===== config.mk =====
export PLATFORM = sky130hd
export DESIGN_NAME = dtmf_guard_ctrl
export DESIGN_NICKNAME = d
export VERILOG_FILES = /design/src/rtl/dtmf_guard_pkg.sv /design/src/rtl/dtmf_guard_fsm.sv /design/src/rtl/dtmf_guard_datapath.sv /design/src/rtl/dtmf_guard_ctrl.sv
export SDC_FILE = /design/constraint.sdc
export NUM_CORES = 1
export LEC_CHECK = 0
export BUFFER_PORTS_ARGS = -buffer_cell sky130_fd_sc_hd__buf_2
export CORE_ASPECT_RATIO = 0.7
export CORE_MARGIN = 8
export CORE_UTILIZATION = 35
export DETAILED_ROUTE_END_ITERATION = 8
export PLACE_DENSITY = 0.6
export SETUP_SLACK_MARGIN = 0.2
export SYNTH_ARGS = -nofsm -noshare
export SYNTH_HDL_FRONTEND = slang
export SYNTH_HIERARCHICAL = 1
export SYNTH_SLANG_ARGS = --single-unit

===== constraint.sdc =====
create_clock -name clk -period 3.4 [get_ports clk]
set_input_delay 0.51 -clock clk [delete_from_list [all_inputs] [get_ports clk]]
set_output_delay 0.51 -clock clk [all_outputs]
set_load 0.01 [all_outputs]

===== src/rtl/dtmf_guard_pkg.sv =====
`timescale 1ns/1ps
package dtmf_guard_pkg;

  typedef enum logic [1:0] {
    ST_IDLE    = 2'd0,
    ST_PRESENT = 2'd1,
    ST_HELD    = 2'd2
  } steerState_t;

  typedef struct packed {
    logic loadCode;
    logic setFlag;
    logic clrFlag;
  } steerStrobes_t;

  // Letter keys A, B, C, D are encoded 13, 14, 15, 0
  function automatic logic isLetterKey(input logic [3:0] key);
    return (key >= 4'd13) || (key == 4'd0);
  endfunction

endpackage


===== src/rtl/dtmf_guard_fsm.sv =====
`timescale 1ns/1ps
module dtmf_guard_fsm
  import dtmf_guard_pkg::*;
#(
  parameter int PRESENT_TICKS = 16,
  parameter int ABSENT_TICKS  = 12,
  parameter int SETTLE_TICKS  = 4
) (
  input  logic          clk,
  input  logic          rstN,
  input  logic          earlySteer,
  input  logic [3:0]    keyCode,
  input  logic          inhibit,
  input  logic          powerDown,
  output steerStrobes_t strobes,
  output logic          steerHeld
);

  localparam int MAX_TICKS = (PRESENT_TICKS > ABSENT_TICKS)
                           ? ((PRESENT_TICKS > SETTLE_TICKS) ? PRESENT_TICKS : SETTLE_TICKS)
                           : ((ABSENT_TICKS > SETTLE_TICKS) ? ABSENT_TICKS : SETTLE_TICKS);
  localparam int CNT_W = $clog2(MAX_TICKS + 1);
  localparam logic [CNT_W-1:0] PRESENT_LAST = CNT_W'(PRESENT_TICKS - 1);
  localparam logic [CNT_W-1:0] ABSENT_LAST  = CNT_W'(ABSENT_TICKS - 1);
  localparam logic [CNT_W-1:0] SETTLE_LAST  = CNT_W'(SETTLE_TICKS - 1);
  localparam logic [CNT_W-1:0] SETTLE_DONE  = CNT_W'(SETTLE_TICKS);

  steerState_t      state, stateNxt;
  logic [CNT_W-1:0] guardCnt, guardNxt;
  logic [CNT_W-1:0] settleCnt, settleNxt;
  logic             toneOk;

  assign toneOk = earlySteer && !(inhibit && isLetterKey(keyCode));

  always_comb begin
    strobes   = '0;
    stateNxt  = state;
    guardNxt  = guardCnt;
    settleNxt = settleCnt;
    if (powerDown) begin
      stateNxt        = ST_IDLE;
      guardNxt        = '0;
      settleNxt       = '0;
      strobes.clrFlag = 1'b1;
    end else begin
      unique case (state)
        ST_IDLE: begin
          if (toneOk) begin
            stateNxt = ST_PRESENT;
            guardNxt = CNT_W'(1);
          end
        end
        ST_PRESENT: begin
          if (!toneOk) begin
            stateNxt = ST_IDLE;
            guardNxt = '0;
          end else if (guardCnt == PRESENT_LAST) begin
            strobes.loadCode = 1'b1;
            stateNxt  = ST_HELD;
            guardNxt  = '0;
            settleNxt = '0;
          end else begin
            guardNxt = guardCnt + 1'b1;
          end
        end
        ST_HELD: begin
          if (settleCnt != SETTLE_DONE) begin
            settleNxt = settleCnt + 1'b1;
            if (settleCnt == SETTLE_LAST) strobes.setFlag = 1'b1;
          end
          if (earlySteer) begin
            guardNxt = '0;
          end else if (guardCnt == ABSENT_LAST) begin
            strobes.setFlag = 1'b0;
            strobes.clrFlag = 1'b1;
            stateNxt = ST_IDLE;
            guardNxt = '0;
          end else begin
            guardNxt = guardCnt + 1'b1;
          end
        end
        default: begin
          stateNxt = ST_IDLE;
          guardNxt = '0;
        end
      endcase
    end
  end

  always_ff @(posedge clk or negedge rstN) begin
    if (!rstN) begin
      state     <= ST_IDLE;
      guardCnt  <= '0;
      settleCnt <= '0;
    end else begin
      state     <= stateNxt;
      guardCnt  <= guardNxt;
      settleCnt <= settleNxt;
    end
  end

  assign steerHeld = (state == ST_HELD);

endmodule


===== src/rtl/dtmf_guard_datapath.sv =====
`timescale 1ns/1ps
module dtmf_guard_datapath
  import dtmf_guard_pkg::*;
#(
  parameter int CODE_W = 4
) (
  input  logic              clk,
  input  logic              rstN,
  input  steerStrobes_t     strobes,
  input  logic [CODE_W-1:0] keyCode,
  input  logic              outEnable,
  output logic [CODE_W-1:0] codeOut,
  output logic              codeOutEn,
  output logic              delayedSteer
);

  logic [CODE_W-1:0] codeReg;
  logic              flagReg;

  always_ff @(posedge clk or negedge rstN) begin
    if (!rstN) begin
      codeReg <= '0;
      flagReg <= 1'b0;
    end else begin
      if (strobes.loadCode) codeReg <= keyCode;
      if (strobes.clrFlag)      flagReg <= 1'b0;
      else if (strobes.setFlag) flagReg <= 1'b1;
    end
  end

  assign codeOut      = outEnable ? codeReg : '0;
  assign codeOutEn    = outEnable;
  assign delayedSteer = flagReg;

endmodule


===== src/rtl/dtmf_guard_ctrl.sv =====
`timescale 1ns/1ps
module dtmf_guard_ctrl
  import dtmf_guard_pkg::*;
#(
  parameter int PRESENT_TICKS = 16,
  parameter int ABSENT_TICKS  = 12,
  parameter int SETTLE_TICKS  = 4
) (
  input  logic       clk,
  input  logic       rstN,
  input  logic       earlySteer,
  input  logic [3:0] keyCode,
  input  logic       inhibit,
  input  logic       powerDown,
  input  logic       outEnable,
  output logic [3:0] codeOut,
  output logic       codeOutEn,
  output logic       delayedSteer
);

  steerStrobes_t strobes;
  logic          steerHeld;

  dtmf_guard_fsm #(
    .PRESENT_TICKS(PRESENT_TICKS),
    .ABSENT_TICKS (ABSENT_TICKS),
    .SETTLE_TICKS (SETTLE_TICKS)
  ) u_fsm (
    .clk       (clk),
    .rstN      (rstN),
    .earlySteer(earlySteer),
    .keyCode   (keyCode),
    .inhibit   (inhibit),
    .powerDown (powerDown),
    .strobes   (strobes),
    .steerHeld (steerHeld)
  );

  dtmf_guard_datapath #(
    .CODE_W(4)
  ) u_dp (
    .clk         (clk),
    .rstN        (rstN),
    .strobes     (strobes),
    .keyCode     (keyCode),
    .outEnable   (outEnable),
    .codeOut     (codeOut),
    .codeOutEn   (codeOutEn),
    .delayedSteer(delayedSteer)
  );

endmodule


==> results of run 1 <==
[worst max path at each step]
stage,endpoint,from,slack (ps)
after global routing,u_dp/codeReg[1],u_fsm/guardCnt[0],1120
after CTS,u_dp/codeReg[0],u_fsm/guardCnt[0],1290
final,u_dp/codeReg[0],u_fsm/guardCnt[0],1280
after detailed placement,u_dp/codeReg[0],u_fsm/guardCnt[0],1300
after global placement,u_dp/codeReg[2],keyCode[0],1400
after floorplan,u_dp/codeReg[0],u_fsm/guardCnt[0],1540
[layout by cell type (no fill, tap or decap), drive strengths merged]
cell type and n:
dfrtp 17, buf 15, o21ai 7, inv 6, nand2 6, and2 5, nand2b 5, ha 5
a21oi 5, mux2 4, nand3 4, nor2b 4, nor2 4, clkbuf 4, nor4bb 3, o31ai 3
or3 2, nor3 2, a21o 2, nor4b 2, a221o 2, o21ba 1, o211a 1, nor4 1
and4b 1, a22o 1, o31a 1, o21bai 1, or2 1, o32ai 1, a2111oi 1
[layer usage]
metal,global-route usage [%],wire [um]
met1,12.6,1090
met2,13.7,831
met3,4.37,233
met4,4.64,36
met5,0,0
[sequential cells by signal (all words and copies together) (netlist names)]
signal	cells
u_fsm/guardCnt	5
u_fsm/settleCnt	5
u_dp/codeReg	4
u_fsm/state	2
u_dp/delayedSteer	1
[report_power, final]
| group | total, W | leakage (nW) | internal (W) | switching, W |
|---|---|---|---|---|
| Combinational | 0.0000307 | 0.309 | 0.0000112 | 0.0000195 |
| Sequential | 0.000207 | 0.236 | 0.000204 | 0.00000271 |
| Clock | 0.000146 | 0.0228 | 0.0000831 | 0.0000630 |
| Total | 0.000384 | 0.567 | 0.000299 | 0.0000853 |
[synthesized netlist by cell type, drive strengths merged, types with 2 or more instances]
master and number:
a21o 2, a21oi 5, a221o 2, and2 5
dfrtp 17, ha 5, inv 6, mux2 4
nand2 6, nand2b 5, nand3 4, nor2 4
nor2b 4, nor3 2, nor4b 2, nor4bb 3
o21ai 7, o31ai 3, or3 2
[kinds of logic (layout without fill, tap and decap cells)]
logic type	Yosys count	in the layout	synth area share (%)
simple gates	40	40	24.1
compound gates	26	26	20.8
flops	17	17	41.6
buf+inv	7	25	2.94
fa+ha+maj	5	5	6.12
mux	4	4	4.41
[through the flow]
step / instance area (um^2) / hold slack [ps]
floorplan: 1020 / 214
global placement: 1130 / 452
detailed placement: 1130 / 456
CTS: 1180 / 179
global route: 1180 / 197
finish: 1180 / 171
[cell type report]
| type | count | area [um^2] | area share (%) |
|---|---|---|---|
| Timing Repair Buffer | 15 | 75.1 | 6.36 |
| Tap cell | 36 | 45.0 | 3.82 |
| Multi-Input combinational cell | 75 | 567 | 48.0 |
| Sequential cell | 17 | 425 | 36.1 |
| Inverter | 6 | 22.5 | 1.91 |
| Clock buffer | 4 | 45.0 | 3.82 |
==> impl_metrics.env, run 1 <==
export IMPL_antenna_cells=0
export IMPL_yosys_warnings=6
export IMPL_die_area_um2=4930
export IMPL_drt_iter0_markers=30
export IMPL_cts_root_buf="clkbuf_8"
export IMPL_rsz0062_at_grt="no"
export IMPL_clk_pin_slew_ps=60
export IMPL_routabilityCongestion=0.853
export IMPL_cp_start_kind="flip-flop"
export IMPL_slew_headroom_pct=69.1
export IMPL_fin_tns_setup_ps=0
export IMPL_grt_overflow=0
export IMPL_synthCells=99
export IMPL_drive_gt1_share_pct=22.2
export IMPL_synth_top_area_cell="dfrtp_1"
export IMPL_hold_path_class="input pin to asynchronous set/reset pin"
export IMPL_totalWireLength_um=2200
export IMPL_clock_sinks=17
export IMPL_layout_setup_ws_ps=1280
export IMPL_hold_viol_final=0
export IMPL_design_core_area_um2=2780
export IMPL_slew_violations=0
export IMPL_path_buf_inv=1
export IMPL_die_x_um=80.6
export IMPL_grt_pass1_vias=764
export IMPL_place_ws_ps=1300
export IMPL_ant_nets=0
export IMPL_fmax_ghz=0.473
export IMPL_fin_total_pwr_w=0.000384
export IMPL_critPathCaptureType="flip-flop"
export IMPL_port_buffers=15
export IMPL_num_vias=814
export IMPL_cp_top_family="simple AND/OR/NAND/NOR gates"
export IMPL_criticalPathCategory="flip-flop to flip-flop"
export IMPL_syn2layout_area_growth_pct=15.4
export IMPL_wl_per_cell_um=14.4
export IMPL_post_route_min_period_ps=2120
export IMPL_synth_seq_cells=17
export IMPL_grt_first_pass_wirelength_um=3670
export IMPL_outcome="finished clean"
export IMPL_cts_tree="built"
export IMPL_finalSetupViolCount=0
export IMPL_synth_fp_nets=114
export IMPL_grt_start_max_net_pins=18
export IMPL_cts_buffers=3
export IMPL_period_share_pct=62.2
export IMPL_avgSynthCellArea_um2=10.3
export IMPL_postCtsResizedCells=0
export IMPL_r2r_end="u_dp/codeReg[0]"
export IMPL_htree_levels=1
export IMPL_slowest_delay_ps=400
export IMPL_post_cts_buffers=0
export IMPL_reg2reg_depth=8
export IMPL_worstPathRequired_ps=3530
export IMPL_synth_edf_count=0
export IMPL_grt_usage_pct=9.81
export IMPL_cpMaxStageDelayCell="dfrtp_1"
export IMPL_clk_latency_ps=250
export IMPL_synth_top_area_share_pct=41.6
export IMPL_hold_buffers=0
export IMPL_die_y_um=61.2
export IMPL_final_setup_skew_ps=1.76
export IMPL_crit_cells=8
export IMPL_fillers=284
export IMPL_synth_distinct_cells=34
export IMPL_power_density_nw_per_um2=325
export IMPL_r2r_start="u_fsm/guardCnt[0]"
export IMPL_dp_cells=149
export IMPL_nets=133
export IMPL_cp_common_cell="ha_1"
export IMPL_dp_hpwl_um=1710
export IMPL_peakVddDrop_mv=0.204
export IMPL_start_util_pct=36.7
export IMPL_cts_max_path_buffers=2
export IMPL_instances_no_fill=153
export IMPL_drc=0
export IMPL_row_count=16
export IMPL_yosysSeqAreaShare_pct=41.6
export IMPL_tightest_slew_ps=451
export IMPL_synthTopCellsByArea="dfrtp_1 42%, ha_1 6.1%, mux2_1 4.4%"
export IMPL_syn_area_um2=1020
export IMPL_antenna_found_initial=0
export IMPL_reg2reg_slack_ps=1280
export IMPL_firstDrtPassIters=4
export IMPL_arrival_ps=2250
export IMPL_worstPathMaxFanout=4
export IMPL_p_leak_nw=0.567
export IMPL_ios=16
export IMPL_max_cap_viol_count=0
export IMPL_yosys_most_used_dff="dfrtp_1"
export IMPL_worstPathCellList="ha_1 > nand3_1 > inv_1 > ha_1 > and4b_1 > nand2_1 > nor2_1 > mux2_1"
export IMPL_synthArstFlopShare_pct=100
export IMPL_fin_util_pct=42.4
export IMPL_vias_per_cell=5.32
(Power assumes the default switching activity.)
==> run 2: changes to the inputs <==
--- a/config.mk
+++ b/config.mk
@@ -10,7 +10,7 @@
 export CORE_MARGIN = 8
 export CORE_UTILIZATION = 35
 export DETAILED_ROUTE_END_ITERATION = 8
-export PLACE_DENSITY = 0.6
+export PLACE_DENSITY = 0.62
 export SETUP_SLACK_MARGIN = 0.2
 export SYNTH_ARGS = -nofsm -noshare
 export SYNTH_HDL_FRONTEND = slang
==> constraint.sdc (replaced) <==
create_clock -name clk -period 1.7 [get_ports clk]
set_input_delay 0.255 -clock clk [delete_from_list [all_inputs] [get_ports clk]]
set_output_delay 0.255 -clock clk [all_outputs]
set_load 0.01 [all_outputs]
==> run 2 against run 1 <==
  * The run now ends with setup timing left
  * Routed wire length increased by 8.7%
  * Sequential share of layout area down 5.5 points
  * Critical path depth unchanged
  * Non-clock buffer count grew 13
  * Core utilization grew 7.6 points
  * First-iteration DRC count shrank 13%
  * Count of clock-buffer cells in the layout decreased by 1
  * Via count up 3.9%
  * Maximum frequency up 17%
  * Global-route usage is 0.16 points lower
  * Hold slack improved by 110 ps
  * Clock power increased by 100%
  * Largest power group unchanged
  * Highest routed layer unchanged
==> impl_metrics.env, run 2 (synthesis results as in run 1) <==
export IMPL_r2r_end="u_dp/codeReg[2]"
export IMPL_period_share_pct=106
export IMPL_max_cap_viol_count=0
export IMPL_syn2layout_area_growth_pct=36.2
export IMPL_dp_hpwl_um=1690
export IMPL_drive_gt1_share_pct=46.9
export IMPL_vias_per_cell=5.10
export IMPL_power_density_nw_per_um2=565
export IMPL_final_cell_mix="17 x dfrtp_1, 15 x buf_2, 12 x buf_4"
export IMPL_instances_no_fill=166
export IMPL_grt_overflow=0
export IMPL_dp_cells=158
export IMPL_ant_nets=0
export IMPL_grt_usage_pct=9.65
export IMPL_peakVddDrop_mv=0.314
export IMPL_violations="setup timing"
export IMPL_criticalPathCategory="flip-flop to flip-flop"
export IMPL_grt_pass1_vias=790
export IMPL_nets=146
export IMPL_drt_iter0_markers=26
export IMPL_reg2reg_depth=8
export IMPL_ios=16
export IMPL_fin_util_pct=50.0
export IMPL_grt_first_pass_wirelength_um=3750
export IMPL_arrival_ps=1950
export IMPL_hold_path_class="input pin to flip-flop"
export IMPL_antenna_found_initial=0
export IMPL_cp_start_kind="flip-flop"
export IMPL_routabilityCongestion=0.779
export IMPL_post_route_min_period_ps=1810
export IMPL_clock_sinks=17
export IMPL_slew_violations=0
export IMPL_design_core_area_um2=2780
export IMPL_final_setup_skew_ps=4.37
export IMPL_antenna_cells=0
export IMPL_slew_headroom_pct=69.1
export IMPL_finalSetupViolCount=14
export IMPL_cts_buffers=3
export IMPL_clk_latency_ps=250
export IMPL_hold_viol_final=0
export IMPL_row_count=16
export IMPL_cts_tree="built"
export IMPL_reg2reg_slack_ps=-110
export IMPL_cp_endpoint="u_dp/codeReg[2]"
export IMPL_wl_per_cell_um=14.4
export IMPL_worstPathMaxFanout=4
export IMPL_p_leak_nw=0.634
export IMPL_place_ws_ps=-170
export IMPL_fin_tns_setup_ps=-825
export IMPL_tightest_slew_ps=452
export IMPL_r2r_start="u_fsm/guardCnt[0]"
export IMPL_critPathCaptureType="flip-flop"
export IMPL_fmax_ghz=0.553
export IMPL_die_y_um=61.2
export IMPL_port_buffers=15
export IMPL_cts_max_path_buffers=2
export IMPL_outcome="finished with violations"
export IMPL_drc=0
export IMPL_rsz0062_at_grt="yes"
export IMPL_start_util_pct=36.7
export IMPL_worstPathRequired_ps=1840
export IMPL_critical_path_startpoint="u_fsm/guardCnt[0]"
export IMPL_cts_root_buf="clkbuf_8"
export IMPL_firstDrtPassIters=4
export IMPL_top_regs="u_fsm/guardCnt x5, u_fsm/settleCnt x5, u_dp/codeReg x4"
export IMPL_clk_pin_slew_ps=70
export IMPL_num_vias=846
export IMPL_totalWireLength_um=2390
export IMPL_layout_setup_ws_ps=-108
export IMPL_grt_start_max_net_pins=18
export IMPL_htree_levels=1
export IMPL_die_area_um2=4930
export IMPL_layout_commonest_cell="dfrtp_1"
export IMPL_die_x_um=80.6
==> run 2: timing repair <==
| action | CTS | global route |
|---|---|---|
| hold buffers | 1 | 0 |
| pin swaps | 5 | 4 |
| endpoints found under the setup margin | 17 | 17 |
| buffers inserted | 2 | 1 |
| hold endpoints to repair | 17 | 0 |
| gates resized for setup | 14 | 5 |
==> run 2: final cells by class <==
| class | count | area, um^2 |
|---|---|---|
| Clock buffer | 3 | 41.3 |
| Sequential cell | 17 | 425 |
| Tap cell | 36 | 45.0 |
| Timing Repair Buffer | 28 | 175 |
| Clock inverter | 1 | 5.00 |
| Multi-Input combinational cell | 75 | 678 |
| Fill cell | 253 | 1390 |
| Inverter | 6 | 22.5 |
==> run 2: stage by stage <==
step	hold WS (ps)	power, W	area (um^2)
3_3_place_gp	202	0.000491	1230
3_5_place_dp	204	0.000492	1230
2_1_floorplan	-40.6	0.000451	1050
6_report	279	0.000787	1390
5_1_grt	276	0.000836	1390
4_1_cts	268	0.000805	1370
==> run 2: worst max-delay path: stages, from the launching register on <==
cell	delay (ps)
dfrtp_1	400
ha_4	180
nand3_4	80
inv_2	80
ha_4	130
and4b_1	240
nand2_2	90
nor2_4	180
mux2_4	320
==> run 2: power breakdown <==
group           total, W  switching, W  internal [W]
sequential      0.000413    0.00000490      0.000409
clock           0.000296      0.000134      0.000162
combinational  0.0000769     0.0000457     0.0000311
total           0.000787      0.000185      0.000602
==> run 2: routing by layer <==
metal  global-route usage [%]  vias to the layer above  part of all wire (%)
li1                         -                      427                     -
met1                     12.5                      392                    48
met2                     14.4                       25                    43
met3                     2.92                        2                   7.0
met4                     4.64                        0                   1.1
met5                        0                        -                     0
==> run 2: worst min-delay path by stage <==
stage,startpoint,end,depth (start not counted)
floorplan,rstN,u_dp/codeReg[0],0
global placement,rstN,u_fsm/settleCnt[1],1
detailed placement,rstN,u_fsm/settleCnt[0],1
CTS,keyCode[1],u_dp/codeReg[1],2
global route,keyCode[2],u_dp/codeReg[2],2
finish,keyCode[1],u_dp/codeReg[1],2
==> run 3: changes to the inputs <==
--- a/config.mk
+++ b/config.mk
@@ -10,8 +10,9 @@
 export CORE_MARGIN = 8
 export CORE_UTILIZATION = 35
 export DETAILED_ROUTE_END_ITERATION = 8
-export PLACE_DENSITY = 0.62
+export PLACE_DENSITY = 0.54
 export SETUP_SLACK_MARGIN = 0.2
+export SLEW_MARGIN = 20
 export SYNTH_ARGS = -nofsm -noshare
 export SYNTH_HDL_FRONTEND = slang
 export SYNTH_HIERARCHICAL = 1
==> run 3 against run 2 <==
  * The flow still finishes with violations (setup timing)
  * Hold slack improved by 15 ps
  * Clock skew decreased by 2.1 ps
  * Routed wire length increased by 8.5%
  * Largest power group unchanged
  * Total power increased by 2.1%
  * Maximum frequency decreased by 4.2%
  * Register-to-register slack got worse by 80 ps
  * Critical path depth unchanged
  * Final area increased by 9.7%
==> impl_metrics.env, run 3 (synthesis results as in run 1) <==
export IMPL_outcome="finished with violations"
export IMPL_violations="setup timing"
export IMPL_grt_pass1_vias=877
export IMPL_worstPathCellList="ha_4 > nand3_2 > inv_2 > ha_4 > and4b_1 > nand2_2 > nor2_4 > mux2_4"
export IMPL_critPathCaptureType="flip-flop"
export IMPL_die_area_um2=4930
export IMPL_slowest_delay_ps=410
export IMPL_fin_tns_setup_ps=-1580
export IMPL_num_vias=920
export IMPL_fmax_ghz=0.530
export IMPL_ios=16
export IMPL_slew_violations=0
export IMPL_cts_tree="built"
export IMPL_top_regs="u_fsm/guardCnt x5, u_fsm/settleCnt x5, u_dp/codeReg x4"
export IMPL_start_util_pct=36.7
export IMPL_reg2reg_depth=8
export IMPL_drt_iter0_markers=54
export IMPL_hold_depth=2
export IMPL_antenna_found_initial=0
export IMPL_hp_start="keyCode[1]"
export IMPL_peakVddDrop_mv=0.420
export IMPL_layout_commonest_cell="buf_4"
export IMPL_routabilityCongestion=0.873
export IMPL_syn2layout_area_growth_pct=49.4
export IMPL_period_share_pct=111
export IMPL_arrival_ps=2020
export IMPL_hold_viol_final=0
export IMPL_path_buf_inv=1
export IMPL_vias_per_cell=5.20
export IMPL_post_route_min_period_ps=1890
export IMPL_final_setup_skew_ps=2.29
export IMPL_final_cell_mix="19 x buf_4, 17 x dfrtp_1, 15 x buf_2"
export IMPL_worstPathMaxFanout=4
export IMPL_fin_util_pct=54.9
export IMPL_hold_end="u_dp/codeReg[1]"
export IMPL_grt_first_pass_wirelength_um=4030
export IMPL_place_ws_ps=-136
export IMPL_die_x_um=80.6
export IMPL_tightest_slew_ps=484
export IMPL_criticalPathCategory="flip-flop to flip-flop"
export IMPL_clk_latency_ps=250
export IMPL_nets=157
export IMPL_port_buffers=15
export IMPL_slew_headroom_pct=66.9
export IMPL_power_density_nw_per_um2=526
export IMPL_clock_sinks=17
export IMPL_firstDrtPassIters=4
export IMPL_worstPathRequired_ps=1830
export IMPL_fin_total_pwr_w=0.000803
export IMPL_r2r_end="u_dp/codeReg[2]"
export IMPL_reg2reg_slack_ps=-190
export IMPL_p_leak_nw=0.702
export IMPL_clk_pin_slew_ps=60
export IMPL_dp_cells=165
export IMPL_cts_max_path_buffers=2
export IMPL_antenna_cells=0
export IMPL_r2r_start="u_fsm/guardCnt[0]"
export IMPL_rsz0062_at_grt="yes"
export IMPL_ant_nets=0
export IMPL_drive_gt1_share_pct=48.9
export IMPL_cts_root_buf="clkbuf_8"
export IMPL_grt_usage_pct=10.4
export IMPL_finalSetupViolCount=15
export IMPL_wl_per_cell_um=14.6
export IMPL_drc=0
export IMPL_totalWireLength_um=2590
export IMPL_cts_buffers=3
export IMPL_row_count=16
export IMPL_grt_start_max_net_pins=18
export IMPL_cpMaxStageDelayCell="dfrtp_1"
export IMPL_design_core_area_um2=2780
export IMPL_die_y_um=61.2
export IMPL_layout_setup_ws_ps=-187
export IMPL_dp_hpwl_um=1800
export IMPL_hold_path_class="input pin to flip-flop"
export IMPL_cp_top_family="simple AND/OR/NAND/NOR gates"
export IMPL_cp_common_cell="ha_4"
export IMPL_htree_levels=1
export IMPL_max_cap_viol_count=0
export IMPL_cp_start_kind="flip-flop"
export IMPL_instances_no_fill=177
export IMPL_grt_overflow=0
[run 3: cell count changes in the layout (fill, tap and decap cells not counted), moves of 2 or more]
cell / before / now
buf_6: 0 / 4
o21ai_2: 3 / 0
nor4bb_4: 0 / 2
nand2_2: 3 / 1
o21ai_1: 1 / 3
buf_4: 12 / 19
nand2_1: 3 / 5
[run 3: timing repair]
action,CTS,global route
endpoints found under the hold margin,17,0
pin swaps,6,8
endpoints found under the setup margin,17,17
hold buffers,1,0
resized for setup,14,11
buffers inserted,4,3
[run 3: area by class of cell]
cell class	count	area, um^2
well taps	36	45.0
inverters	6	22.5
clock buffers	4	45.0
multi-input cells	75	717
repair buffers	39	273
flip-flops and latches	17	425
fillers	240	1250
[run 3: how the worst max path moves through the flow]
stage                                  from                 to  cells past startpoint
final                     u_fsm/guardCnt[0]    u_dp/codeReg[2]                      8
after global routing      u_fsm/guardCnt[0]    u_dp/codeReg[2]                      8
after CTS                 u_fsm/guardCnt[1]    u_dp/codeReg[2]                      8
after detailed placement  u_fsm/guardCnt[1]    u_dp/codeReg[2]                      8
after global placement    u_fsm/guardCnt[1]  u_fsm/guardCnt[3]                      7
after floorplan           u_fsm/guardCnt[0]    u_dp/codeReg[0]                      8
[run 3: where the power goes]
part	internal (W)	leakage (nW)	switching, W	total (W)
sequential	0.000409	0.236	0.00000558	0.000414
combinational	0.0000428	0.444	0.0000520	0.0000947
clock	0.000166	0.0228	0.000129	0.000294
total	0.000617	0.702	0.000186	0.000803
[run 3: routing by layer]
| metal | track usage (%) | up-vias | wire (um) | part of all wire (%) |
|---|---|---|---|---|
| li1 | - | 450 | - | - |
| met1 | 14.5 | 438 | 1330 | 51 |
| met2 | 14.6 | 30 | 992 | 38 |
| met3 | 4.23 | 2 | 256 | 9.9 |
| met4 | 1.55 | 0 | 10 | 0.39 |
| met5 | 0 | - | 0 | 0 |
[run 3: metrics by stage]
| step | instance area [um^2] | hold WS [ps] |
|---|---|---|
| CTS | 1450 | 288 |
| global placement | 1290 | 199 |
| floorplan | 1050 | -40.6 |
| global route | 1530 | 295 |
| detailed placement | 1290 | 202 |
| finish | 1530 | 294 |
